File: src/rtl/alu_core_pkg.sv
package alu_core_pkg;

  localparam int FLAG_W = 4;
  localparam int FLG_N  = 3;
  localparam int FLG_Z  = 2;
  localparam int FLG_C  = 1;
  localparam int FLG_V  = 0;

  typedef enum logic [3:0] {
    OP_AND = 4'h0, OP_EOR = 4'h1, OP_SUB = 4'h2, OP_RSB = 4'h3,
    OP_ADD = 4'h4, OP_ADC = 4'h5, OP_SBC = 4'h6, OP_RSC = 4'h7,
    OP_TST = 4'h8, OP_TEQ = 4'h9, OP_CMP = 4'hA, OP_CMN = 4'hB,
    OP_ORR = 4'hC, OP_MOV = 4'hD, OP_BIC = 4'hE, OP_MVN = 4'hF
  } alu_op_e;

  typedef enum logic [1:0] {
    CIN_ZERO = 2'd0,
    CIN_ONE  = 2'd1,
    CIN_FLAG = 2'd2
  } cin_sel_e;

  // Flag-only operations: never write a destination.
  function automatic logic op_is_test(alu_op_e op);
    return (op == OP_TST) || (op == OP_TEQ) || (op == OP_CMP) || (op == OP_CMN);
  endfunction

  // Operations whose C and V come from the adder.
  function automatic logic op_is_arith(alu_op_e op);
    case (op)
      OP_SUB, OP_RSB, OP_ADD, OP_ADC, OP_SBC, OP_RSC, OP_CMP, OP_CMN: return 1'b1;
      default: return 1'b0;
    endcase
  endfunction

  // Reverse forms swap the operands before the adder.
  function automatic logic op_swaps(alu_op_e op);
    return (op == OP_RSB) || (op == OP_RSC);
  endfunction

  // Subtracting forms invert the second adder input.
  function automatic logic op_inverts(alu_op_e op);
    case (op)
      OP_SUB, OP_RSB, OP_SBC, OP_RSC, OP_CMP: return 1'b1;
      default: return 1'b0;
    endcase
  endfunction

  function automatic cin_sel_e op_cin(alu_op_e op);
    case (op)
      OP_SUB, OP_RSB, OP_CMP: return CIN_ONE;
      OP_ADC, OP_SBC, OP_RSC: return CIN_FLAG;
      default:                return CIN_ZERO;
    endcase
  endfunction

endpackage

File: src/rtl/alu_addsub.sv
module alu_addsub
  import alu_core_pkg::*;
#(
  parameter int W = 32
) (
  input  alu_op_e        op,
  input  logic [W-1:0]   a,
  input  logic [W-1:0]   b,
  input  logic           c_in,
  output logic [W-1:0]   sum,
  output logic           c_out,
  output logic           v_out
);

  localparam int MSB = W - 1;

  logic [W-1:0] x_opnd;
  logic [W-1:0] y_raw;
  logic [W-1:0] y_opnd;
  logic         cin;
  logic [W:0]   full;

  always_comb begin
    x_opnd = op_swaps(op) ? b : a;
    y_raw  = op_swaps(op) ? a : b;
    y_opnd = op_inverts(op) ? ~y_raw : y_raw;
    case (op_cin(op))
      CIN_ZERO: cin = 1'b0;
      CIN_ONE:  cin = 1'b1;
      default:  cin = c_in;
    endcase
  end

  assign full  = {1'b0, x_opnd} + {1'b0, y_opnd} + {{W{1'b0}}, cin};
  assign sum   = full[W-1:0];
  assign c_out = full[W];
  // Signed overflow: both addends share a sign that the sum does not.
  assign v_out = (x_opnd[MSB] == y_opnd[MSB]) && (sum[MSB] != x_opnd[MSB]);

endmodule

File: src/rtl/alu_bitwise.sv
module alu_bitwise
  import alu_core_pkg::*;
#(
  parameter int W = 32
) (
  input  alu_op_e      op,
  input  logic [W-1:0] a,
  input  logic [W-1:0] b,
  output logic [W-1:0] res
);

  always_comb begin
    case (op)
      OP_AND, OP_TST: res = a & b;
      OP_EOR, OP_TEQ: res = a ^ b;
      OP_ORR:         res = a | b;
      OP_MOV:         res = b;
      OP_BIC:         res = a & ~b;
      OP_MVN:         res = ~b;
      default:        res = '0;
    endcase
  end

endmodule

File: src/rtl/alu_flag_reg.sv
module alu_flag_reg #(
  parameter int FW = 4
) (
  input  logic          clk,
  input  logic          rst_n,
  input  logic          load,
  input  logic [FW-1:0] d,
  output logic [FW-1:0] q
);

  always_ff @(posedge clk or negedge rst_n) begin
    if (!rst_n) q <= '0;
    else if (load) q <= d;
  end

endmodule

File: src/rtl/arith_logic_core.sv
module arith_logic_core
  import alu_core_pkg::*;
#(
  parameter int W = 32
) (
  input  logic              clk,
  input  logic              rst_n,
  input  logic [W-1:0]      op_a,
  input  logic [W-1:0]      op_b,
  input  logic [3:0]        op_sel,
  input  logic              set_flags,
  input  logic              shift_c,
  output logic [W-1:0]      result,
  output logic              rd_we,
  output logic [FLAG_W-1:0] flags_next,
  output logic [FLAG_W-1:0] flags_q
);

  localparam int MSB = W - 1;

  alu_op_e      op;
  logic [W-1:0] add_sum;
  logic         add_c;
  logic         add_v;
  logic [W-1:0] log_res;
  logic         arith_w;
  logic         test_w;
  logic         flag_upd;
  logic         n_w;
  logic         z_w;
  logic         c_w;
  logic         v_w;

  assign op       = alu_op_e'(op_sel);
  assign arith_w  = op_is_arith(op);
  assign test_w   = op_is_test(op);
  assign flag_upd = set_flags | test_w;

  alu_addsub #(.W(W)) addsub_i (
    .op    (op),
    .a     (op_a),
    .b     (op_b),
    .c_in  (flags_q[FLG_C]),
    .sum   (add_sum),
    .c_out (add_c),
    .v_out (add_v)
  );

  alu_bitwise #(.W(W)) bitwise_i (
    .op  (op),
    .a   (op_a),
    .b   (op_b),
    .res (log_res)
  );

  assign result = arith_w ? add_sum : log_res;
  assign rd_we  = ~test_w;

  assign n_w = result[MSB];
  assign z_w = (result == '0);
  assign c_w = arith_w ? add_c : shift_c;
  assign v_w = arith_w ? add_v : flags_q[FLG_V];

  always_comb begin
    flags_next        = '0;
    flags_next[FLG_N] = n_w;
    flags_next[FLG_Z] = z_w;
    flags_next[FLG_C] = c_w;
    flags_next[FLG_V] = v_w;
  end

  alu_flag_reg #(.FW(FLAG_W)) flags_i (
    .clk   (clk),
    .rst_n (rst_n),
    .load  (flag_upd),
    .d     (flags_next),
    .q     (flags_q)
  );

endmodule

File: config.mk
export PLATFORM = sky130hd
export DESIGN_NAME = arith_logic_core
export DESIGN_NICKNAME = d
export VERILOG_FILES = /design/src/rtl/alu_core_pkg.sv /design/src/rtl/alu_addsub.sv /design/src/rtl/alu_bitwise.sv /design/src/rtl/alu_flag_reg.sv /design/src/rtl/arith_logic_core.sv
export SDC_FILE = /design/constraint.sdc
export NUM_CORES = 1
export LEC_CHECK = 0
export ABC_AREA = 1
export BUFFER_PORTS_ARGS = -buffer_cell sky130_fd_sc_hd__buf_4
export CORE_MARGIN = 4
export CORE_UTILIZATION = 45
export DETAILED_ROUTE_END_ITERATION = 8
export PLACE_DENSITY = 0.75
export SYNTH_ARGS = -nofsm -noshare
export SYNTH_HDL_FRONTEND = slang
export SYNTH_SLANG_ARGS = --single-unit
File: constraint.sdc
create_clock -name clk -period 17.55 [get_ports clk]
set_input_delay 4.3875 -clock clk [delete_from_list [all_inputs] [get_ports clk]]
set_output_delay 4.3875 -clock clk [all_outputs]
set_load 0.01 [all_outputs]
=== Word-level counts from Yosys, hierarchy flattened ===
Memory sizes are Yosys's and may differ from the RTL's.
Cells that the tools add are included.

* Flip-flop bits (word level): 4
* Memory bits (read-only): 16
* Bits of input ports: 72
* Output and inout port bits: 41
* Logic and storage cells: 52
* Memories: 1

{| class="wikitable"
|+ Memory list
! name !! depth !! bits a word !! rd ports !! clocked after memory_dff !! write ports !! line !! text
|-
| (no name shown) || 16 || 1 || 1 || 0 || 0 || alu_core_pkg.sv:29 || <nowiki>case (op)</nowiki>
|}

* $add $sub $neg: 2
* Equality and inequality tests: 17
* Muxes and demuxes: 10
* Bitwise gates (word level): 8
* Reduce and logical (&&, ||, !) cells: 13

{| class="wikitable"
|+ Operator list
! cell !! count
|-
| $pmux 32 s6 || 1
|-
| $mux 32 || 4
|-
| $and 32x32->32 || 2
|-
| $not 32->32 || 2
|-
| $add 32x32->33 || 1
|-
| $add 33x1->33 || 1
|-
| $eq 4x4->1 const B || 8
|-
| $logic_not 32->1 || 1
|-
| $or 32x32->32 || 1
|-
| $xor 32x32->32 || 1
|-
| $eq 4x3->1 const B || 3
|-
| $eq 4x2->1 const B || 2
|-
| $reduce_or 3->1 || 2
|-
| $reduce_or 5->1 || 1
|-
| $eq 4x1->1 const B || 1
|-
| $logic_not 4->1 || 1
|-
| $logic_or 1x1->1 || 4
|-
| $pmux 2 s2 || 1
|-
| $reduce_or 2->1 || 2
|-
| $mux 1 || 3
|-
| $eq 2x1->1 const B || 1
|-
| $logic_not 2->1 || 1
|-
| $pmux 1 s2 || 1
|-
| $eq 1x1->1 || 1
|-
| other kinds (4) || 4
|}

=== Depth between registers and ports, before layout ===
Gate-level depths: netlist of the first run.

* Depth after elaboration: 10
* Gate-level depth with buffers: 26
* Gate-level depth less buffers: 24

=== Hierarchy ===
From an unflattened synthesis of the first run, not the netlist that was laid out.

* Cells, all modules: 1,382
* Area, all modules: 6,791.5 sq um

{| class="wikitable"
|+ Modules (own cells, without submodules)
! module !! instances !! cells each !! area an instance (sq um)
|-
| alu_addsub || 1 || 654 || 3,324.4
|-
| alu_bitwise || 1 || 557 || 2,635.0
|-
| arith_logic_core || 1 || 154 || 683.2
|-
| alu_flag_reg || 1 || 17 || 148.9
|}

=== Least setup slack after synthesis of the first run ===
OpenSTA, ideal clock, no wires.

* Path type: in2out
* Start: input port op_sel[0]
* End: output port flags_next[2]
* Data arrival time: 7.814 ns
* Data required time: 13.162 ns
* Path slack: 5.348 ns
* Stages: 25
* Buffers on the path: 5
* Path through: buf_2 > nand3_1 > clkbuf_1 > clkbuf_1 > clkbuf_1 > o21ai_0 > fa_1 > fa_1 > nand2_1 > nand2_1 > nand3_1 > nand2_1 > nand2_1 > nand2_1 > nand2_1 > nand3_1 > nand2_1 > nand2_1 > nand2_1 > nand2_1 > nor2_1 > nand2_1 > nor2_1 > and2_1 > buf_4

* Longest elaborated chain between the ends: 9
* Elaborated cells on any way between the ends: 35
* Those cells by class: 2 x add/sub; 14 x eq/ne; 8 x mux; 1 x bitwise; 9 x reduce/logical; 1 x memory

{| class="wikitable"
|+ RTL lines
! element !! line !! text
|-
| start: declaration || arith_logic_core.sv:10 || <nowiki>input logic [3:0] op_sel,</nowiki>
|-
| branches (longest 7 deep; another with $add 32x32->33) || n/a ||
|-
| $mux 32 * || arith_logic_core.sv:56 || <nowiki>assign result = arith_w ? add_sum : log_res;</nowiki>
|-
| via result[26] || arith_logic_core.sv:13 || <nowiki>output logic [W-1:0] result,</nowiki>
|-
| $logic_not 32->1 * || arith_logic_core.sv:60 || <nowiki>assign z_w = (result == '0);</nowiki>
|-
| end: declaration || arith_logic_core.sv:15 || <nowiki>output logic [FLAG_W-1:0] flags_next,</nowiki>
|}

Mark *: on every way through the listed nets, which the timed path passes.

=== Worst setup path in the final report of the first run ===
* Start: input port op_sel[3]
* End: output port flags_next[2]

* Longest elaborated chain between the ends: 9
* Elaborated cells on any way between the ends: 35
* Those cells by class: 2 x add/sub; 14 x eq/ne; 8 x mux; 1 x bitwise; 9 x reduce/logical; 1 x memory

{| class="wikitable"
|+ RTL lines
! element !! line
|-
| branches (longest 7 deep; another with $add 32x32->33) || n/a
|-
| $mux 32 * || arith_logic_core.sv:56
|-
| $logic_not 32->1 * || arith_logic_core.sv:60
|}

Mark *: on every way between the ends.

==> results of run 1 <==
worst max-delay path: stages:
cell and delay, ns:
buf_4 0.13, inv_1 0.12, nand3_4 0.81, o21ai_0 0.58
xor2_1 0.14, fa_1 0.52, fa_1 0.47, nand2_1 0.12
nand2_1 0.10, nand3_1 0.08, nand2_1 0.12, nand2_1 0.11
nand2_1 0.09, nand2_1 0.09, nand2_1 0.05, nand2_1 0.05
nand3_1 0.06, nand2_1 0.12, nand2_1 0.05, nor2_1 0.10
nand2_1 0.06, nor2_1 0.20, and2_1 0.20, buf_4 0.13
routing by layer:
layer,wire [um],vias up,part of all wire,track usage
met2,9630,344,0.44,0.447
met5,0,-,0,0
met1,9810,3557,0.45,0.395
met4,505,0,0.023,0.0803
met3,1970,47,0.090,0.0309
li1,-,3973,-,-
area by class of cell:
| cell class | instances | area share |
|---|---|---|
| Multi-Input combinational cell | 945 | 0.703 |
| Timing Repair Buffer | 116 | 0.125 |
| Inverter | 216 | 0.116 |
| Tap cell | 176 | 0.0315 |
| Sequential cell | 4 | 0.0143 |
| Clock buffer | 3 | 0.0107 |
logic make-up (layout without fill, tap and decap cells):
kind of cell | Yosys count | count (layout)
DFF | 4 | 4
xor gates and xnor gates | 37 | 37
AOI/OAI and AO/OA | 186 | 186
adders and majority gates | 65 | 65
buffers and inverters | 260 | 335
and+or+nand+nor | 657 | 657
cells in the mapped netlist, drive strengths merged, types with 2 or more instances:
| master | n | share of area |
|---|---|---|
| a211oi | 4 | 0.0050 |
| a21oi | 44 | 0.037 |
| a31oi | 6 | 0.0062 |
| buf | 28 | 0.028 |
| clkbuf | 16 | 0.010 |
| dfrtp | 4 | 0.017 |
| fa | 2 | 0.0066 |
| ha | 63 | 0.13 |
| inv | 216 | 0.13 |
| nand2 | 436 | 0.27 |
| nand3 | 65 | 0.054 |
| nand3b | 7 | 0.0087 |
| nand4 | 27 | 0.028 |
| nor2 | 101 | 0.066 |
| nor3 | 8 | 0.0066 |
| nor4 | 3 | 0.0031 |
| o2111ai | 3 | 0.0044 |
| o211ai | 19 | 0.024 |
| o21ai | 101 | 0.084 |
| o22ai | 6 | 0.0062 |
| or2 | 8 | 0.0083 |
| xor2 | 36 | 0.052 |
power breakdown:
| group | leakage (nW) | total [mW] | switching (mW) | internal [mW] |
|---|---|---|---|---|
| Sequential | 0.0500 | 0.0121 | 0.00132 | 0.0108 |
| Combinational | 4.14 | 0.347 | 0.220 | 0.127 |
| Clock | 0.0370 | 0.0350 | 0.00596 | 0.0291 |
| Total | 4.23 | 0.394 | 0.227 | 0.167 |
worst min-delay path by stage:
stage | slack, ns | to | cells after the start | startpoint
after floorplan | 0.47 | flags_i.q[1] | 2 | flags_i.q[1]
after global placement | 0.48 | flags_i.q[3] | 2 | flags_i.q[3]
after detailed placement | 0.49 | flags_i.q[3] | 2 | flags_i.q[3]
after CTS | 0.49 | flags_i.q[3] | 2 | flags_i.q[3]
after global routing | 0.52 | flags_i.q[2] | 2 | flags_i.q[2]
final | 0.49 | flags_i.q[3] | 2 | flags_i.q[3]
placed cells by master, fill, tap and decap left out, drive strengths merged, types with 2 or more instances in the layout:
| cell | n |
|---|---|
| nand2 | 436 |
| inv | 216 |
| buf | 116 |
| o21ai | 101 |
| nor2 | 101 |
| nand3 | 65 |
| ha | 63 |
| a21oi | 44 |
| xor2 | 36 |
| nand4 | 27 |
| o211ai | 19 |
| nor3 | 8 |
| or2 | 8 |
| nand3b | 7 |
| a31oi | 6 |
| o22ai | 6 |
| a211oi | 4 |
| dfrtp | 4 |
| nor4 | 3 |
| o2111ai | 3 |
| clkbuf | 3 |
| fa | 2 |
==> impl_results.md, run 1 <==
* Routed length per placed instance at 15.0 um
* Initial core utilization at 0.457
* Seq/Total Area, Yosys at 0.0166
* Ant diodes at 0
* RR Startpoint: flags_i.q[1]
* Library cells used by synthesis at 37
* Max Clock Freq at 75.2 MHz
* Worst Setup End Kind: output port
* Via Count at 7921
* Yosys reg bits at 4
* Layout cell share with drive strength beyond 1 at 0.106
* First-pass GRT wire length at 34.4 mm
* FF/Latch Area at 100 sq um
* Post-CTS Resized at 0
* Setup bufs post-CTS at 0
* Filler cells at 1416
* Largest net degree at the start of global routing at 129
* CTS Buf Count at 3
* Post-synthesis mux area share at 0
* Mean Syn Cell Area at 4.98 sq um
* Outcome: completed
* Initial drt markers at 791
* Cell Rows at 42
* Final setup violation count at 0
* Max FFs per register at 4
* Post-CTS Hold Fix Bufs at 0
* Worst hold path type: reg2reg
* Simple-Gate Fraction of Synth Area at 0.450
* PwrDens at 56.4 mW/mm^2
* Post-synthesis compound-gate area fraction at 0.170
* Post-DRT Antenna Nets at 0
* Clk buf depth at 2
* Worst Path Max Fanout at 128
* Util after Layout at 0.530
* Static Leak at 4.23 nW
* Setup slack after layout at 4.25 ns
* Htree depth at 1
* DRC at 0
* Most flops, register: flags_i.q
* Worst-case reg-to-reg path depth at 21
* CTS clk-pin slew, worst paths at 0.03 ns
* P&R area growth vs syn at 16.0%
* Port Buf Inserts at 112
* Biggest regs: flags_i.q (4)
* Measured slew at the worst slew-check pin at 1.12 ns
* Hold Vio Cnt, Final at 0
* Worst Setup EP: flags_next[2]
* Skew-Pair Late Insertion Delay at 0.22 ns
* Critical path start-end classification: in2out
* Initial antenna violation count at 0
* Flop2flop setup slack at 14.15 ns
* Post-Place Worst Slack at 4.39 ns
* Yosys warns at 0
* DRT Pass-1 Iters at 5
* Vias per cell at 5.43
* Relative slew slack at 0.250
* Core Region at 0.0132 sq mm
* Post-DP HPWL at 17.6 mm
* Die Y at 124 um
* Final instance area at 0.00698 sq mm
* Max-slew violations at 0
* CP required at 13.16 ns
* Setup_tns at 0 ns
* Final hold slack at 0.489 ns
* CTS sink count at 4
* Die Area at 0.0153 sq mm
* FFs w/ async S/R, synth at 1.00
* Reg2reg end: flags_i.q[2]
* Largest family of logic cells by synthesized area: simple AND/OR/NAND/NOR gates
* Syn nets at 1346
* Worst Setup Start Kind: input pin
* Clock Skews at 0.0000547 ns
* Vias in the first global route at 7055
* Multi-input combinational cell area at 0.00491 sq mm
* Max-Cap Viols at 0
* I/O Pins at 113
* Post-route insts no fill at 1460
* Post-Synth XOR/XNOR Area at 0.0538
* RSZ-0062 raised after global routing: false
* EDFF count, synth at 0
* Fin crit share at 0.758
* Mapped cell area at 0.00602 sq mm
* CTS tree: done
* Gpl congestion at 1.05
* Grt ovf at 0
* Routed WL at 21.9 mm
* All-layer global routing usage at 0.280
* Post-synth top flop: dfrtp_1
* Cells after synthesis at 1209
* Post-DP Area at 0.00691 sq mm
* Adder-Cell Fraction of Synth Area at 0.138
* Die W at 124 um
* Critical path startpoint: op_sel[3]
* Clock root buffer: clkbuf_16
* Final #Nets at 1423
* Worst EP arrival at 8.91 ns
* Min Tclk post-route at 13.30 ns
* VDD IR max at 71.9 uV
* Placed cell count at 1457
* Total Power at 0.394 mW
(Power assumes the default switching activity.)
==> run 2, diff against run 1 <==
--- a/config.mk
+++ b/config.mk
@@ -10,7 +10,7 @@
 export CORE_MARGIN = 4
 export CORE_UTILIZATION = 45
 export DETAILED_ROUTE_END_ITERATION = 8
-export PLACE_DENSITY = 0.75
+export PLACE_DENSITY = 0.77
 export SYNTH_ARGS = -nofsm -noshare
 export SYNTH_HDL_FRONTEND = slang
 export SYNTH_SLANG_ARGS = --single-unit
==> constraint.sdc (replaced) <==
create_clock -name clk -period 10.86 [get_ports clk]
set_input_delay 2.715 -clock clk [delete_from_list [all_inputs] [get_ports clk]]
set_output_delay 2.715 -clock clk [all_outputs]
set_load 0.01 [all_outputs]
==> impl_results.md, run 2 (synthesis results as in run 1) <==
* Worst Path Max Fanout at 57 (-55%)
* Initial drt markers at 706 (-11%)
* Post-DP HPWL at 17.4 mm (-1.3%)
* Multi-input combinational cell area at 0.00491 sq mm (unchanged)
* RR Startpoint: flags_i.q[1]
* CTS Buf Count at 3 (unchanged)
* Outcome: completed
* Worst hold path type: reg2reg
* Layout cell share with drive strength beyond 1 at 0.107 (+0.00139)
* Max-Cap Viols at 0 (unchanged)
* Max-slew violations at 0 (unchanged)
* Clock root buffer: clkbuf_16
* Final #Nets at 1425 (+0.14%)
* Initial core utilization at 0.457 (unchanged)
* Gpl congestion at 1.01 (-3.7%)
* Commonest cells after routing, fill and taps aside: nand2_1, inv_1, buf_4
* PwrDens at 90.5 mW/mm^2 (+60%)
* Core Region at 0.0132 sq mm (unchanged)
* VDD IR max at 117 uV (+62%)
* Sw Ratio at 0.574 (-0.00262)
* Skew-Pair Late Insertion Delay at 0.22 ns (about the same)
* Filler cells at 1433 (+1.2%)
* Critical path startpoint: op_sel[3]
* Worst-case reg-to-reg path depth at 21 (unchanged)
* FF/Latch Area at 100 sq um (unchanged)
* Setup bufs post-CTS at 0 (unchanged)
* Max FFs per register at 4 (unchanged)
* Htree depth at 1 (unchanged)
* Flop2flop setup slack at 7.36 ns (-6.79 ns)
* Worst Setup End Kind: output port
* Critical path start-end classification: in2out
* Post-CTS Resized at 0 (unchanged)
* Switching power at 0.363 mW (+60%)
* Min Tclk post-route at 9.42 ns
* Clock Skews at 0.000121 ns (+0.0000667 ns)
* First-pass GRT wire length at 33.8 mm (-1.6%)
* P&R area growth vs syn at 16.2%
* Biggest regs: flags_i.q (4)
* Worst Setup EP: flags_next[2]
* Largest net degree at the start of global routing at 73 (-43%)
* Static Leak at 4.24 nW (+0.21%)
* Worst Setup Start Kind: input pin
* Measured slew at the worst slew-check pin at 0.836 ns (-0.289 ns)
* DRC at 0 (unchanged)
* Post-DRT Antenna Nets at 0 (unchanged)
* Setup_tns at 0 ns (unchanged)
* Post-DP Area at 0.00692 sq mm (+0.22%)
* Port Buf Inserts at 112 (unchanged)
* Die W at 124 um (unchanged)
* DRT Pass-1 Iters at 6 (+1)
* Relative slew slack at 0.441 (+0.191)
* CTS tree: done
* Most flops, register: flags_i.q
* Commonest non-fill, non-tap cell in the layout: nand2_1
* Final instance area at 0.00700 sq mm (+0.21%)
* Max Clock Freq at 106 MHz
* Sequential fraction of design power at 0.031 (about the same)
* Worst EP arrival at 6.70 ns (-2.21 ns)
* Clock power share at 0.090 (about the same)
* Post-CTS Hold Fix Bufs at 0 (unchanged)
* CP required at 8.15 ns (-5.01 ns)
* RSZ-0062 raised after global routing: false
* Die Y at 124 um (unchanged)
* Initial antenna violation count at 0 (unchanged)
* Grt ovf at 0 (unchanged)
* Comb pwr share at 0.879 (about the same)
* Vias in the first global route at 6875 (-2.6%)
* Die Area at 0.0153 sq mm (unchanged)
* Vias per cell at 5.31 (-2.2%)
* Setup slack after layout at 1.44 ns (-2.81 ns)
* CTS clk-pin slew, worst paths at 0.03 ns (about the same)
* Fin crit share at 0.867
* Clk buf depth at 2 (unchanged)
* I/O Pins at 113 (unchanged)
* Post-Place Worst Slack at 1.56 ns (-2.83 ns)
* Routed length per placed instance at 14.8 um (-1.5%)
* Routed WL at 21.6 mm (-1.4%)
* Int Pwr at 0.270 mW (+62%)
* Via Count at 7756 (-2.1%)
* All-layer global routing usage at 0.273 (-0.00655)
* Cell Rows at 42 (unchanged)
* Reg2reg end: flags_i.q[2]
* CTS sink count at 4 (unchanged)
* Hold Vio Cnt, Final at 0 (unchanged)
* Ant diodes at 0 (unchanged)
* Final setup violation count at 0 (unchanged)
run 2: changes by cell type in the layout (fill, tap and decap cells not counted):
cell / previous run / this run
buf_4: 116 / 118
run 2: worst min path at each step:
| stage | endpoint | cells after the start | slack (ns) | from |
|---|---|---|---|---|
| floorplan | flags_i.q[1] | 2 | 0.47 | flags_i.q[1] |
| global placement | flags_i.q[2] | 2 | 0.48 | flags_i.q[2] |
| detailed placement | flags_i.q[2] | 2 | 0.48 | flags_i.q[2] |
| CTS | flags_i.q[2] | 2 | 0.49 | flags_i.q[2] |
| global route | flags_i.q[2] | 2 | 0.57 | flags_i.q[2] |
| finish | flags_i.q[2] | 2 | 0.49 | flags_i.q[2] |
run 2: metrics by stage:
stage	hold slack, ns	total power, mW	utilization	cells
floorplan	0.472	0.381	-	1209
global placement	0.478	0.560	0.525	1459
detailed placement	0.481	0.564	0.525	1459
CTS	0.491	0.624	0.531	1462
global route	0.567	0.699	0.531	1462
finish	0.489	0.634	0.531	1462
run 2: layout make-up:
class / instances / area share
multi-input combinational: 945 / 0.701
tap: 176 / 0.0315
inverter: 216 / 0.116
sequential: 4 / 0.0143
clock buffer: 3 / 0.0107
timing repair buffer: 118 / 0.127
run 2: worst max-delay path, cell delays in order:
cell     delay (ns)
buf_4          0.13
inv_1          0.12
nand3_4        0.40
o21ai_0        0.38
xor2_1         0.12
fa_1           0.54
fa_1           0.48
nand2_1        0.14
nand2_1        0.11
nand3_1        0.08
nand2_1        0.13
nand2_1        0.14
nand2_1        0.15
nand2_1        0.12
nand2_1        0.05
nand2_1        0.05
nand3_1        0.06
nand2_1        0.10
nand2_1        0.05
nor2_1         0.10
nand2_1        0.10
nor2_1         0.14
and2_1         0.17
buf_4          0.12
run 2: power by group through the flow:
| stage | clock (mW) | combinational, mW | sequential, mW |
|---|---|---|---|
| 2_1_floorplan | 0 | 0.361 | 0.0199 |
| 3_3_place_gp | 0 | 0.540 | 0.0198 |
| 3_5_place_dp | 0 | 0.544 | 0.0197 |
| 4_1_cts | 0.0580 | 0.546 | 0.0196 |
| 5_1_grt | 0.0602 | 0.618 | 0.0200 |
| 6_report | 0.0571 | 0.557 | 0.0197 |
run 2: per-layer routing:
layer  share of wire  wire length, um  global-route usage  vias to the layer above
li1                -                -                   -                     3984
met4           0.021              449              0.0692                        0
met2            0.43             9230               0.419                      328
met3           0.088             1890              0.0186                       35
met1            0.46            10000               0.411                     3409
met5               0                0                   0                        -
==> run 3, diff against run 2 <==
--- a/config.mk
+++ b/config.mk
@@ -7,7 +7,7 @@
 export LEC_CHECK = 0
 export ABC_AREA = 1
 export BUFFER_PORTS_ARGS = -buffer_cell sky130_fd_sc_hd__buf_4
-export CORE_MARGIN = 4
+export CORE_MARGIN = 2
 export CORE_UTILIZATION = 45
 export DETAILED_ROUTE_END_ITERATION = 8
 export PLACE_DENSITY = 0.77
==> impl_results.md, run 3 (synthesis results as in run 1) <==
* Post-DP Area at 0.00692 sq mm (-0.11%)
* Initial antenna violation count at 0 (unchanged)
* Critical path start-end classification: in2out
* Initial drt markers at 776 (+9.9%)
* Grt ovf at 0 (unchanged)
* Gpl congestion at 1.02 (+0.83%)
* Cell Rows at 42 (unchanged)
* Worst EP arrival at 6.91 ns (+0.21 ns)
* Comb pwr share at 0.879 (about the same)
* First-pass GRT wire length at 34.7 mm (+2.6%)
* Clock root buffer: clkbuf_16
* Die W at 120 um (-3.2%)
* Outcome: completed
* Static Leak at 4.23 nW (-0.11%)
* Vias in the first global route at 7125 (+3.6%)
* All-layer global routing usage at 0.295 (+0.0217)
* Commonest cells after routing, fill and taps aside: nand2_1, inv_1, buf_4
* Post-CTS Resized at 0 (unchanged)
* Measured slew at the worst slew-check pin at 0.847 ns (+0.0107 ns)
* Sw Ratio at 0.575 (+0.00124)
* Final #Nets at 1424 (-0.070%)
* Setup bufs post-CTS at 0 (unchanged)
* Fin crit share at 0.886 (+0.0187)
* Initial core utilization at 0.458 (+0.00183)
* Post-Place Worst Slack at 1.35 ns (-0.211 ns)
* Clk buf depth at 2 (unchanged)
* Switching power at 0.365 mW (+0.35%)
* VDD IR max at 137 uV (+17%)
* Max FFs per register at 4 (unchanged)
* Layout cell share with drive strength beyond 1 at 0.107 (-0.000695)
* Util after Layout at 0.532 (+0.00155)
* Worst Setup Start Kind: input pin
* Die Y at 120 um (-3.2%)
* Max Clock Freq at 104 MHz (-2.1%)
* Setup_tns at 0 ns (unchanged)
* Most flops, register: flags_i.q
* Die Area at 0.0143 sq mm (-6.4%)
* Setup slack after layout at 1.24 ns (-0.203 ns)
* Largest net degree at the start of global routing at 92 (+26%)
* P&R area growth vs syn at 16.1%
* Max-slew violations at 0 (unchanged)
* Max-Cap Viols at 0 (unchanged)
* Commonest non-fill, non-tap cell in the layout: nand2_1
* Biggest regs: flags_i.q (4)
* CTS clk-pin slew, worst paths at 0.03 ns (about the same)
* CTS sink count at 4 (unchanged)
* Final instance area at 0.00699 sq mm (-0.11%)
* DRC at 0 (unchanged)
* Core Region at 0.0131 sq mm (-0.40%)
* Post-CTS Hold Fix Bufs at 0 (unchanged)
* Sequential fraction of design power at 0.031 (about the same)
* Port Buf Inserts at 112 (unchanged)
* CTS tree: done
* Post-DRT Antenna Nets at 0 (unchanged)
* CP required at 8.15 ns (about the same)
* DRT Pass-1 Iters at 5 (-1)
* Post-DP HPWL at 17.3 mm (-0.44%)
* Routed WL at 21.5 mm (-0.65%)
* Worst Path Max Fanout at 91 (+60%)
* Via Count at 7833 (+0.99%)
* Vias per cell at 5.36 (+1.1%)
* Routed length per placed instance at 14.7 um (-0.58%)
* Flop2flop setup slack at 7.45 ns (+0.09 ns)
* I/O Pins at 113 (unchanged)
* RSZ-0062 raised after global routing: false
* Worst Setup End Kind: output port
* Relative slew slack at 0.434 (-0.00710)
* Min Tclk post-route at 9.62 ns (+0.203 ns)
* Worst hold path type: reg2reg
* CTS Buf Count at 3 (unchanged)
* Final setup violation count at 0 (unchanged)
* Hold Vio Cnt, Final at 0 (unchanged)
* Clock Skews at 0.00126 ns (+0.00114 ns)
* Skew-Pair Late Insertion Delay at 0.22 ns (about the same)
* Clock power share at 0.090 (about the same)
* Int Pwr at 0.270 mW (-0.16%)
* Htree depth at 1 (unchanged)
* PwrDens at 90.7 mW/mm^2 (+0.24%)
* Ant diodes at 0 (unchanged)
[run 3: critical path, stage by stage]
cell     delay, ns
buf_4         0.13
inv_1         0.12
nand3_4       0.61
o21ai_0       0.47
xor2_1        0.13
fa_1          0.53
fa_1          0.49
nand2_1       0.13
nand2_1       0.10
nand3_1       0.08
nand2_1       0.13
nand2_1       0.11
nand2_1       0.09
nand2_1       0.09
nand2_1       0.05
nand2_1       0.05
nand3_1       0.06
nand2_1       0.12
nand2_1       0.05
nor2_1        0.10
nand2_1       0.06
nor2_1        0.18
and2_1        0.19
buf_4         0.13
[run 3: metal layers]
layer,routed length [um],global-route usage,part of all wire,up-vias
li1,-,-,-,3974
met1,9630,0.418,0.45,3473
met2,9510,0.481,0.44,362
met3,2040,0.0347,0.095,24
met4,282,0.0574,0.013,0
met5,0,0,0,-
[run 3: path summary, 6_finish.rpt]
| kind | from | to | cells past startpoint |
|---|---|---|---|
| max | op_sel[3] | flags_next[2] | 24 |
| min | flags_i.q[2] | flags_i.q[2] | 2 |
| max reg2reg | flags_i.q[1] | flags_i.q[2] | 21 |
| min reg2reg | flags_i.q[2] | flags_i.q[2] | 2 |
| max in group asynchronous | rst_n | flags_i.q[0] | 1 |
| min in group asynchronous | rst_n | flags_i.q[3] | 1 |
[run 3: final cells by class]
type | instances | area, sq um
clock buffers | 3 | 75.1
fillers | 1401 | 6150
inverters | 216 | 811
multi-input cells | 945 | 4910
flip-flops and latches | 4 | 100
well taps | 176 | 220
repair buffers | 117 | 878
[run 3: per-stage QoR]
stage / power, mW / cells / hold slack, ns
after floorplan: 0.381 / 1209 / 0.472
after global placement: 0.562 / 1458 / 0.471
after detailed placement: 0.564 / 1458 / 0.475
after CTS: 0.625 / 1461 / 0.484
after global routing: 0.700 / 1461 / 0.538
final: 0.634 / 1461 / 0.482
[run 3: power groups by stage]
stage	registers, mW	clock network [mW]	logic, mW
detailed placement	0.0196	0	0.545
global route	0.0201	0.0586	0.621
CTS	0.0198	0.0575	0.548
global placement	0.0196	0	0.542
finish	0.0199	0.0568	0.558
floorplan	0.0199	0	0.361
